--- src/rtl/scan_seq_pkg.sv ---
package scan_seq_pkg;
  typedef enum logic [1:0] {
    PH_CHAIN  = 2'd0,
    PH_SHIFT  = 2'd1,
    PH_CAPT   = 2'd2,
    PH_UNLOAD = 2'd3
  } phase_e;
endpackage

--- src/rtl/scan_seq_timer.sv ---
module scan_seq_timer
  import scan_seq_pkg::*;
#(
  parameter int NS = 3,
  parameter int NC = 4,
  localparam int TOTAL = (NS + 4) + (NS + 1) * NC + NS,
  localparam int CW = $clog2(TOTAL + 1),
  localparam int VW = $clog2(NC + 1),
  localparam int SW = $clog2(NS + 4)
) (
  input  logic          clk,
  input  logic          rst_n,
  input  logic          start,
  output logic          busy,
  output logic          done,
  output phase_e        phase,
  output logic [SW-1:0] sub,
  output logic [VW-1:0] vec,
  output logic [CW-1:0] cnt
);
  always_ff @(posedge clk or negedge rst_n) begin
    if (!rst_n) begin
      busy  <= 1'b0;
      done  <= 1'b0;
      phase <= PH_CHAIN;
      sub   <= '0;
      vec   <= '0;
      cnt   <= '0;
    end else if (start && !busy) begin
      busy  <= 1'b1;
      done  <= 1'b0;
      phase <= PH_CHAIN;
      sub   <= '0;
      vec   <= '0;
      cnt   <= '0;
    end else if (busy) begin
      cnt <= cnt + 1'b1;
      case (phase)
        PH_CHAIN: begin
          if (sub == SW'(NS + 3)) begin
            phase <= PH_SHIFT;
            sub   <= '0;
          end else begin
            sub <= sub + 1'b1;
          end
        end
        PH_SHIFT: begin
          if (sub == SW'(NS - 1)) begin
            phase <= PH_CAPT;
            sub   <= '0;
          end else begin
            sub <= sub + 1'b1;
          end
        end
        PH_CAPT: begin
          sub <= '0;
          if (vec == VW'(NC - 1)) begin
            phase <= PH_UNLOAD;
          end else begin
            phase <= PH_SHIFT;
            vec   <= vec + 1'b1;
          end
        end
        default: begin
          if (sub == SW'(NS - 1)) begin
            busy <= 1'b0;
            done <= 1'b1;
          end else begin
            sub <= sub + 1'b1;
          end
        end
      endcase
    end
  end

  // phase sequencing and the plain clock counter agree on the run length
  p_run_length_r9: assert property (@(posedge clk) disable iff (!rst_n)
    $rose(done) |-> $past(cnt) == CW'(TOTAL - 1));
  // a start seen mid-run does not restart the counter
  p_start_ignored_r1: assert property (@(posedge clk) disable iff (!rst_n)
    (busy && start && cnt != CW'(TOTAL - 1)) |=> (cnt == $past(cnt) + 1'b1));
  // a capture never lasts more than one clock
  p_single_capture_r5: assert property (@(posedge clk) disable iff (!rst_n)
    (busy && phase == PH_CAPT) |=> (phase != PH_CAPT));
endmodule

--- src/rtl/scan_seq_driver.sv ---
module scan_seq_driver
  import scan_seq_pkg::*;
#(
  parameter int NS = 3,
  parameter int NC = 4,
  parameter int PI_W = 3,
  parameter logic [NC*NS-1:0]   PRESENT_ST = '0,
  parameter logic [NC*PI_W-1:0] APPLY_PI   = '0,
  localparam int VW = $clog2(NC + 1),
  localparam int SW = $clog2(NS + 4)
) (
  input  logic            clk,
  input  logic            rst_n,
  input  logic            busy,
  input  phase_e          phase,
  input  logic [SW-1:0]   sub,
  input  logic [VW-1:0]   vec,
  output logic            tc,
  output logic            si,
  output logic [PI_W-1:0] pi
);
  always_comb begin
    tc = 1'b0;
    si = 1'b0;
    pi = '0;
    if (busy) begin
      case (phase)
        PH_CHAIN: begin
          tc = 1'b1;
          si = sub[1];
        end
        PH_SHIFT: begin
          tc = 1'b1;
          si = PRESENT_ST[int'(vec) * NS + NS - 1 - int'(sub)];
        end
        PH_CAPT: begin
          pi = APPLY_PI[int'(vec) * PI_W +: PI_W];
        end
        default: begin
          tc = 1'b1;
        end
      endcase
    end
  end

  // the serial line carries filler while the chain captures
  p_capture_filler_r8: assert property (@(posedge clk) disable iff (!rst_n)
    (busy && !tc) |-> !si);
endmodule

--- src/rtl/scan_seq_judge.sv ---
module scan_seq_judge
  import scan_seq_pkg::*;
#(
  parameter int NS = 3,
  parameter int NC = 4,
  parameter int PO_W = 2,
  parameter logic [NC*PO_W-1:0] EXPECT_PO = '0,
  parameter logic [NC*NS-1:0]   EXPECT_NS = '0,
  localparam int TOTAL = (NS + 4) + (NS + 1) * NC + NS,
  localparam int CW = $clog2(TOTAL + 1),
  localparam int VW = $clog2(NC + 1),
  localparam int SW = $clog2(NS + 4)
) (
  input  logic            clk,
  input  logic            rst_n,
  input  logic            start,
  input  logic            busy,
  input  phase_e          phase,
  input  logic [SW-1:0]   sub,
  input  logic [VW-1:0]   vec,
  input  logic [CW-1:0]   cnt,
  input  logic            so,
  input  logic [PO_W-1:0] po,
  output logic            fail,
  output logic [VW-1:0]   fail_vec,
  output logic [CW-1:0]   fail_cyc
);
  logic          mism;
  logic [VW-1:0] mvec;
  int            back;

  always_comb begin
    mism = 1'b0;
    mvec = vec;
    back = int'(sub) - NS;
    if (busy) begin
      case (phase)
        PH_CHAIN: begin
          mvec = VW'(NC);
          if (back >= 0) mism = (so != back[1]);
        end
        PH_SHIFT: begin
          mvec = vec - 1'b1;
          if (vec != '0)
            mism = (so != EXPECT_NS[(int'(vec) - 1) * NS + NS - 1 - int'(sub)]);
        end
        PH_CAPT: begin
          mism = (po != EXPECT_PO[int'(vec) * PO_W +: PO_W]);
        end
        default: begin
          mvec = VW'(NC - 1);
          mism = (so != EXPECT_NS[(NC - 1) * NS + NS - 1 - int'(sub)]);
        end
      endcase
    end
  end

  always_ff @(posedge clk or negedge rst_n) begin
    if (!rst_n) begin
      fail     <= 1'b0;
      fail_vec <= '0;
      fail_cyc <= '0;
    end else if (start && !busy) begin
      fail     <= 1'b0;
      fail_vec <= '0;
      fail_cyc <= '0;
    end else if (mism && !fail) begin
      fail     <= 1'b1;
      fail_vec <= mvec;
      fail_cyc <= cnt;
    end
  end

  // the first mismatch record is never overwritten within a run
  p_fail_sticky_r10: assert property (@(posedge clk) disable iff (!rst_n)
    (fail && busy) |=> (fail && $stable(fail_vec) && $stable(fail_cyc)));
  // the reported index is a vector number or the chain-test code
  p_fail_vec_range_r10: assert property (@(posedge clk) disable iff (!rst_n)
    fail |-> (int'(fail_vec) <= NC));
endmodule

--- src/rtl/scan_vector_seq.sv ---
module scan_vector_seq
  import scan_seq_pkg::*;
#(
  parameter int NS = 3,
  parameter int NC = 4,
  parameter int PI_W = 3,
  parameter int PO_W = 2,
  parameter logic [NC*NS-1:0]   PRESENT_ST = 12'h5A3,
  parameter logic [NC*PI_W-1:0] APPLY_PI   = 12'h1C6,
  parameter logic [NC*PO_W-1:0] EXPECT_PO  = 8'h9B,
  parameter logic [NC*NS-1:0]   EXPECT_NS  = 12'h3E4,
  localparam int TOTAL = (NS + 4) + (NS + 1) * NC + NS,
  localparam int CW = $clog2(TOTAL + 1),
  localparam int VW = $clog2(NC + 1)
) (
  input  logic            clk,
  input  logic            rst_n,
  input  logic            start,
  output logic            scan_tc,
  output logic            scan_si,
  output logic [PI_W-1:0] dut_pi,
  input  logic [PO_W-1:0] dut_po,
  input  logic            scan_so,
  output logic            busy,
  output logic            done,
  output logic            fail,
  output logic [VW-1:0]   fail_vec,
  output logic [CW-1:0]   fail_cyc
);
  localparam int SW = $clog2(NS + 4);

  phase_e        phase;
  logic [SW-1:0] sub;
  logic [VW-1:0] vec;
  logic [CW-1:0] cnt;

  scan_seq_timer #(.NS(NS), .NC(NC)) i_timer (
    .clk(clk), .rst_n(rst_n), .start(start), .busy(busy), .done(done),
    .phase(phase), .sub(sub), .vec(vec), .cnt(cnt)
  );

  scan_seq_driver #(.NS(NS), .NC(NC), .PI_W(PI_W),
                    .PRESENT_ST(PRESENT_ST), .APPLY_PI(APPLY_PI)) i_driver (
    .clk(clk), .rst_n(rst_n), .busy(busy), .phase(phase), .sub(sub), .vec(vec),
    .tc(scan_tc), .si(scan_si), .pi(dut_pi)
  );

  scan_seq_judge #(.NS(NS), .NC(NC), .PO_W(PO_W),
                   .EXPECT_PO(EXPECT_PO), .EXPECT_NS(EXPECT_NS)) i_judge (
    .clk(clk), .rst_n(rst_n), .start(start), .busy(busy), .phase(phase),
    .sub(sub), .vec(vec), .cnt(cnt), .so(scan_so), .po(dut_po),
    .fail(fail), .fail_vec(fail_vec), .fail_cyc(fail_cyc)
  );

  // idle leaves the design in functional mode with quiet inputs
  p_idle_quiet_r8: assert property (@(posedge clk) disable iff (!rst_n)
    !busy |-> (!scan_tc && dut_pi == '0 && !scan_si));
  // done and busy are never high together
  p_done_excl_r9: assert property (@(posedge clk) disable iff (!rst_n)
    !(done && busy));
endmodule

--- config.mk ---
export PLATFORM = sky130hd
export DESIGN_NAME = scan_vector_seq
export DESIGN_NICKNAME = d
export VERILOG_FILES = /design/src/rtl/scan_seq_pkg.sv /design/src/rtl/scan_seq_timer.sv /design/src/rtl/scan_seq_driver.sv /design/src/rtl/scan_seq_judge.sv /design/src/rtl/scan_vector_seq.sv
export SDC_FILE = /design/constraint.sdc
export NUM_CORES = 1
export LEC_CHECK = 0
export ABC_AREA = 1
export BUFFER_PORTS_ARGS = -buffer_cell sky130_fd_sc_hd__buf_2
export CAP_MARGIN = 15
export CORE_MARGIN = 2
export CORE_UTILIZATION = 25
export CTS_BUF_LIST = sky130_fd_sc_hd__clkbuf_2
export CTS_CLUSTER_DIAMETER = 40
export CTS_CLUSTER_SIZE = 12
export DETAILED_ROUTE_END_ITERATION = 7
export PLACE_DENSITY = 0.38
export SYNTH_ARGS = -nofsm -noshare
export SYNTH_HDL_FRONTEND = slang
export SYNTH_HIERARCHICAL = 1
export SYNTH_SLANG_ARGS = --single-unit
--- constraint.sdc ---
create_clock -name clk -period 9.1 [get_ports clk]
set_clock_uncertainty 0.05 [all_clocks]
set_input_delay 1.365 -clock clk [delete_from_list [all_inputs] [get_ports clk]]
set_output_delay 1.365 -clock clk [all_outputs]
set_load 0.05 [all_outputs]
Word-level counts from Yosys, hierarchy flattened
Memory sizes are Yosys's and may differ from the RTL's.
Index checks and enable logic that the tools add are counted.
{"block": "word_totals", "ff_bits": 24, "latchBits": 0, "ram_bits": 0, "mem_bits_ro": 48, "input_bits": 6, "out_inout_bits": 16, "elab_cells": 113, "memories": 3}
{"memory": "(no name shown)", "words": 16, "word_bits": 1, "read_ports": 1, "rd_clocked_by_memory_dff": 0, "write_ports": 0, "line": "scan_seq_judge.sv:52", "rtl": "mism = (so != EXPECT_NS[(NC - 1) * NS + NS - 1 - int'(sub)]);"}
{"memory": "(no name shown)", "words": 16, "word_bits": 1, "read_ports": 1, "rd_clocked_by_memory_dff": 0, "write_ports": 0, "line": "scan_seq_driver.sv:34", "rtl": "si = PRESENT_ST[int'(vec) * NS + NS - 1 - int'(sub)];"}
{"memory": "(no name shown)", "words": 16, "word_bits": 1, "read_ports": 1, "rd_clocked_by_memory_dff": 0, "write_ports": 0, "line": "scan_seq_judge.sv:45", "rtl": "mism = (so != EXPECT_NS[(int'(vec) - 1) * NS + NS - 1 - int'(sub)]);"}
{"block": "op_classes", "add_sub_neg": 13, "multipliers": 2, "div": 0, "magnitude_cmp": 4, "n_eq_ne": 14, "n_shift": 2, "n_mux": 50, "bitwise_logic": 0, "reduce_logical": 16}
{"cell": "$lt 32x6->1 const B", "n": 3}
{"cell": "$sub 32x2->32 const B", "n": 2}
{"cell": "$sub 32x4->32", "n": 2}
{"cell": "$mux 3", "n": 14}
{"cell": "$add 32x3->32 const B", "n": 1}
{"cell": "$ge 32x1->1 const B", "n": 1}
{"cell": "$mul 32x3->32 const B", "n": 1}
{"cell": "$shiftx 12x32->3 const A", "n": 1}
{"cell": "$mux 1", "n": 22}
{"cell": "$mux 5", "n": 4}
{"cell": "$pmux 3 s3", "n": 2}
{"cell": "$mux 2", "n": 5}
{"cell": "$reduce_bool 2->1", "n": 4}
{"cell": "$shiftx 8x5->2 const A", "n": 1}
{"cell": "$add 3x1->3 const B", "n": 2}
{"cell": "$add 5x2->6 const B", "n": 1}
{"cell": "$eq 3x2->1 const B", "n": 2}
{"cell": "$ne 3x2->1 const B", "n": 2}
{"cell": "$pmux 2 s3", "n": 1}
{"cell": "$reduce_and 3->1", "n": 2}
{"cell": "$add 5x1->5 const B", "n": 1}
{"cell": "$mul 3x2->5 const B", "n": 1}
{"cell": "$ne 5x1->1 const B", "n": 1}
{"cell": "$sub 4x3->5 const A", "n": 1}
{"cell": "19 further kinds", "n": 24}

Logic depth before layout (Yosys ltp)
Gate-level depths: netlist (run 1).
{"block": "logic_depth", "depth_word": 15, "ltp_mapped": 23, "ltp_nobuf": 23}

By module
The synthesis (run 1) kept the hierarchy.
{"module": "scan_seq_judge", "instances": 1, "cells_each": 134, "area_per_inst_um2": 935.9, "seq_area_each_um2": 225.2}
{"module": "scan_seq_timer", "instances": 1, "cells_each": 103, "area_per_inst_um2": 912.1, "seq_area_each_um2": 375.4}
{"module": "scan_seq_driver", "instances": 1, "cells_each": 54, "area_per_inst_um2": 314.1, "seq_area_each_um2": 0.0}

Worst setup path before layout (run 1)
No wires, ideal clock.
{"block": "synth_path", "path_kind": "register to output", "from": "register i_timer.vec[0]", "to": "output scan_si", "arrival_ns": 3.020, "t_required_ns": 7.685, "path_slack_ns": 4.665, "path_stages_with_launch": 15, "path_buffers": 0, "path_cell_list": "dfrtp_1 ha_1 inv_1 fa_1 inv_1 ha_1 inv_1 fa_1 inv_1 nand2_1 nand2_1 nand2_1 a21oi_1 nor2_1 nor2_1"}
{"block": "synth_between", "elab_chain_len": 9}
{"item": "start: declaration", "line": "scan_seq_timer.sv:18", "rtl": "output logic [VW-1:0] vec,"}
{"item": "start signal: assignment", "line": "scan_seq_timer.sv:61", "rtl": "vec <= vec + 1'b1;"}
{"item": "$mul 3x2->5", "line": "scan_seq_driver.sv:34"}
{"item": "$add 5x2->6", "line": "scan_seq_driver.sv:34"}
{"item": "$sub 32x2->32", "line": "scan_seq_driver.sv:34"}
{"item": "$sub 32x4->32", "line": "scan_seq_driver.sv:34"}
{"item": "$mem_v2 16x1"}
{"item": "$mux 1 (not written as such) (2 in a row)", "line": "scan_seq_driver.sv:34"}
{"item": "$pmux 1 s2", "line": "scan_seq_driver.sv:27", "rtl": "case (phase)"}
{"item": "$mux 1", "line": "scan_seq_driver.sv:26", "rtl": "if (busy) begin"}
{"item": "end: declaration", "line": "scan_vector_seq.sv:20", "rtl": "output logic scan_si,"}
Every way passes these cells. The select of a mux whose other input is x is not followed.

Worst setup path in the final report (run 1)
Same ends and word-level chain as after synthesis.

==> impl_metrics.ini, run 1 <==
[clock_tree]
cts_hold_buf = 0
cts_max_level = 1
clock-root-buffer = clkbuf_2
cts_resized = 0
cts_tree = done
clock_latency_ns = 0.36
cts_sinks = 24
cts_buffers = 3
post-cts-setup-buffers = 0
cts.clk_slew.worst_paths_ns = 0.26
clock_path_buffers = 2

[die]
die_y_um = 97.0
design.core.area_um2 = 8300
boundaryPins = 22
die_w_um = 97.0
initial_core_util_pct = 26.1
row_count = 33
dieArea_um2 = 9410

[synth]
synth_warnings = 6
synth_edf_count = 0
ys_seq_elements = 24
synth_top_area_share_pct = 27.8
synth_area_um2 = 2160
synth_top_area_cell = dfrtp_1
yosysMostFrequentCell = nand2_1
synth_area_per_cell_um2 = 7.43
synth.distinct_cells = 34
synth_ff_type = dfrtp_1
yosys-top-cells-area = dfrtp_1, ha_1, nand2_1, inv_1, nand3_1
ys_async_sr_fraction_pct = 100
synth_fp_nets = 328
seq_area_frac_synth_pct = 27.8
synth_top_cells_by_count = nand2_1, inv_1, nand3_1
synthCells = 291

[worst_setup_path]
critPathLaunch = i_timer/vec[0]$_DFFE_PN0P_
crit_path_end_kind = primary output
critPathKind = reg2out
reg2reg_setup_slack_ns = 5.00
worstPathMaxFanout = 11
crit_path_start_kind = flop
cp.required_ns = 7.69
r2r-start = i_timer/vec[0]$_DFFE_PN0P_
arrival_ns = 3.31

[placed_design]
placed_cells = 415
port_buffers = 21
hpwl_um = 3890
gp_congestion = 0.730

[timing]
finalCritPeriodShare_pct = 52.0
min_period_ns = 4.73
fin_setup_tns_ns = 0
rsz0062_at_grt = no
worst_pin_slew_ns = 0.820
clock.fmax_mhz = 211
finalHoldViolCount = 0
worst_hold_slack_ns = 0.464
max_slew_margin_pct = 45.3
drv_slew = 0
setup_viol = 0

[worst_hold_path]
holdCritStartpoint = i_timer/cnt[4]$_DFFE_PN0N_
worstHoldPathType = reg2reg

[global_route]
grt_max_degree = 25
antenna_found_initial = 0
grt_use_total_pct = 11.2
grt_pass1_vias = 1737
grt_pass1_wl_um = 8690
grt.overflow.total = 0

[drt]
wirelength_um = 4950
ant_nets = 0
drt_first_pass_iters = 4
routed_via_density = 4.28
drc_errors = 0
drt_iter0_markers = 55
routedWlPerCell_um = 11.8
vias = 1792

[run_status]
outcome = completed

[finish]
final_util_pct = 29.2
fin_nets = 352
finalNonFillerCells = 419
area_delta_synth_final_pct = 12.2
diodes = 0
drive_above_1_share_pct = 17.2

[job]
maxCapViolCount = 0
==> worst paths after layout <==
check | end | depth (start not counted)
worst max-delay path | scan_si | 15
worst min-delay path | i_timer/cnt[4]$_DFFE_PN0N_ | 1
worst max register to register | i_judge/fail_vec[2]$_DFFE_PN0P_ | 21
worst min register to register | i_timer/cnt[4]$_DFFE_PN0N_ | 1
max in group asynchronous | i_timer/phase[0]$_DFFE_PN0P_ | 1
min in group asynchronous | i_timer/done$_DFFE_PN0P_ | 1
==> worst max-delay path, stage by stage, from the launching register on <==
cell     delay [ns]
dfrtp_1        0.62
ha_1           0.21
inv_1          0.05
fa_1           0.48
inv_1          0.04
ha_1           0.26
inv_1          0.05
fa_1           0.47
inv_1          0.07
nand2_1        0.05
nand2_1        0.06
nand2_1        0.06
a21oi_1        0.14
nor2_1         0.06
nor2_1         0.07
buf_2          0.26
==> logic make-up after synthesis <==
group                      count (synthesis)  synth area share, %
and+or+nand+nor                          142                 31.5
adders and majority gates                 31                 19.3
AOI/OAI and AO/OA                         31                 9.03
DFF                                       24                 27.8
xor gates and xnor gates                   4                 1.62
buffers and inverters                     59                 10.8
==> final cells by class <==
class	count	area [um2]
fillers	917	5870
multi-input cells	208	1330
flip-flops and latches	24	601
inverters	57	214
well taps	105	131
repair buffers	21	105
clock inverters	1	30.0
clock buffers	3	15.0
==> through the flow <==
step | cell area (um2) | worst slack [ns]
after CTS | 2420 | 4.31
after floorplan | 2160 | 4.67
after global routing | 2420 | 4.05
after global placement | 2380 | 4.84
after detailed placement | 2380 | 4.82
final | 2420 | 4.37
==> metal layers <==
metal / global-route usage [%] / wire length (um) / vias to the layer above / part of all wire [%]
met4: 1.63 / 19 / 0 / 0.38
met2: 17.6 / 2180 / 22 / 44
li1: - / - / 982 / -
met1: 16.2 / 2620 / 786 / 53
met5: 0 / 0 / - / 0
met3: 2.31 / 138 / 2 / 2.8
==> layout by cell type (no fill, tap or decap), types with 2 or more instances in the layout <==
cell type | Yosys | routed
nand3_1 | 36 | 36
dfrtp_1 | 24 | 24
nand4_1 | 4 | 4
a31oi_1 | 3 | 3
a21oi_2 | 2 | 2
o21ai_0 | 7 | 7
inv_1 | 50 | 50
ha_1 | 27 | 27
clkbuf_2 | 0 | 3
nor2_1 | 23 | 23
buf_2 | 0 | 21
o22ai_1 | 2 | 2
inv_2 | 7 | 7
nand2_4 | 3 | 3
a21oi_1 | 4 | 4
fa_1 | 4 | 4
o21ai_2 | 2 | 2
nand2_1 | 59 | 59
nand2_2 | 9 | 9
nand3_2 | 3 | 3
xnor2_1 | 3 | 3
o21ai_1 | 5 | 5
==> registers in the layout, summed over array words and instances (netlist names) <==
| signal | count |
|---|---|
| i_timer/sub | 3 |
| i_timer/busy | 1 |
| i_judge/fail_cyc | 5 |
| i_judge/fail | 1 |
| i_timer/done | 1 |
| i_timer/cnt | 5 |
| i_judge/fail_vec | 3 |
| i_timer/phase | 2 |
| i_timer/vec | 3 |
Power of run 1 is not shown: default switching activity piles up to over one toggle a cycle in this logic, so the estimate is an artifact.
==> run 2: changes to the inputs <==
==> constraint.sdc (replaced) <==
create_clock -name clk -period 4.77 [get_ports clk]
set_clock_uncertainty 0.05 [all_clocks]
set_input_delay 0.7155 -clock clk [delete_from_list [all_inputs] [get_ports clk]]
set_output_delay 0.7155 -clock clk [all_outputs]
set_load 0.05 [all_outputs]
==> run 2 against run 1 <==
Compared with the run above: flip-flop and latch count stayed put; critical path depth is 2 lower; non-clock buffer count stayed put; die area stayed put; largest cell class unchanged.
==> impl_metrics.ini, run 2 (synthesized netlist as in run 1, its figures left out) <==
[run_status]
outcome = completed

[finish]
multi_input_area_um2 = 1330
fin_nets = 352
fillers = 890
finalInstanceArea_um2 = 2420
largestRegisters = i_judge/fail_cyc x5, i_timer/cnt x5
finalNonFillerCells = 419
regArea_um2 = 601
layout_commonest_cell = nand2_1
area_delta_synth_final_pct = 12.2
diodes = 0
drive_above_1_share_pct = 17.2
layout_common_cells = nand2_1, inv_1, nand3_1, ha_1, dfrtp_1

[global_route]
grt_pass1_wl_um = 8560
grt_max_degree = 25
grt.overflow.total = 0
grt_pass1_vias = 1757
grt_use_total_pct = 11.2
antenna_found_initial = 0

[clock_tree]
clock_latency_ns = 0.37
cts_max_level = 1
cts_hold_buf = 0
post-cts-setup-buffers = 0
cts.clk_slew.worst_paths_ns = 0.27
clock_path_buffers = 2
cts_sinks = 24
cts_tree = done
cts_buffers = 3
clock-root-buffer = clkbuf_2
cts_resized = 0

[drt]
routed_via_density = 4.36
ant_nets = 0
drt_iter0_markers = 40
wirelength_um = 5080
routedWlPerCell_um = 12.1
drc_errors = 0
drt_first_pass_iters = 4
vias = 1826

[worst_setup_path]
crit_chain = ha_1 -> inv_1 -> fa_1 -> inv_1 -> ha_1 -> inv_1 -> fa_1 -> xnor2_1 -> nand2_1 -> a21oi_1 -> nor2_1 -> nor2_1 -> buf_2
worstPathMaxFanout = 10
crit_path_start_kind = flop
cpPeakStageDelay_ns = 0.65
reg2reg_setup_slack_ns = 0.79
critPathSlowestCell = dfrtp_1
crit_path_end_kind = primary output
r2r-start = i_timer/vec[0]$_DFFE_PN0P_
reg2reg_depth = 21
critPathMostFrequentCell = inv_1
arrival_ns = 3.41
rr_endpoint = i_judge/fail_cyc[2]$_DFFE_PN0P_
cp.required_ns = 4.00
critPathKind = reg2out

[timing]
fin_ws_ns = 0.590
clock.fmax_mhz = 239
fin_setup_tns_ns = 0
min_period_ns = 4.18
max_slew_margin_pct = 40.9
worst_pin_slew_ns = 0.886
finalHoldViolCount = 0
setup_viol = 0
rsz0062_at_grt = no
finalCritPeriodShare_pct = 87.6
drv_slew = 0

[die]
dieArea_um2 = 9410
boundaryPins = 22
design.core.area_um2 = 8300
die_w_um = 97.0
die_y_um = 97.0
row_count = 33
initial_core_util_pct = 26.1

[placed_design]
port_buffers = 21
place_area_um2 = 2380
pre_cts_ws_ns = 0.803
placed_cells = 415
hpwl_um = 3930
gp_congestion = 0.746

[job]
maxCapViolCount = 0

[worst_hold_path]
worstHoldPathType = in2async
## run 2: critical path, delay by kind of cell (launching register included)
family / cells / cell delay [ns]
compound gates: 1 / 0.13
xor+xnor: 1 / 0.18
simple gates: 3 / 0.24
buf+inv: 4 / 0.42
flops: 1 / 0.65
fa+ha+maj: 4 / 1.43
## run 2: worst max-delay path by stage
stage,from,endpoint
2_1_floorplan,i_timer/vec[0]$_DFFE_PN0P_,scan_si
3_3_place_gp,i_timer/vec[0]$_DFFE_PN0P_,i_judge/fail_cyc[2]$_DFFE_PN0P_
3_5_place_dp,i_timer/vec[0]$_DFFE_PN0P_,i_judge/fail_cyc[2]$_DFFE_PN0P_
4_1_cts,i_timer/vec[1]$_DFFE_PN0P_,scan_si
5_1_grt,i_timer/vec[0]$_DFFE_PN0P_,scan_si
6_report,i_timer/vec[1]$_DFFE_PN0P_,scan_si
## run 2: area by class of cell
cell class | instances | area share (%)
Clock inverter | 1 | 1.24
Multi-Input combinational cell | 208 | 54.8
Timing Repair Buffer | 21 | 4.33
Inverter | 57 | 8.82
Tap cell | 105 | 5.42
Sequential cell | 24 | 24.8
Clock buffer | 3 | 0.619
## run 2: layer usage
metal | track usage (%) | part of all wire (%) | vias up
li1 | - | - | 989
met1 | 15.4 | 54 | 811
met2 | 18.1 | 42 | 22
met3 | 2.53 | 3.0 | 4
met4 | 2.06 | 0.81 | 0
met5 | 0 | 0 | -
## run 2: stage by stage
stage / util [%] / hold slack, ns
floorplan: - / 0.370
global placement: 28.7 / 0.421
detailed placement: 28.7 / 0.426
CTS: 29.2 / 0.249
global route: 29.2 / 0.256
finish: 29.2 / 0.239
Power of run 2 is left out for the same reason.
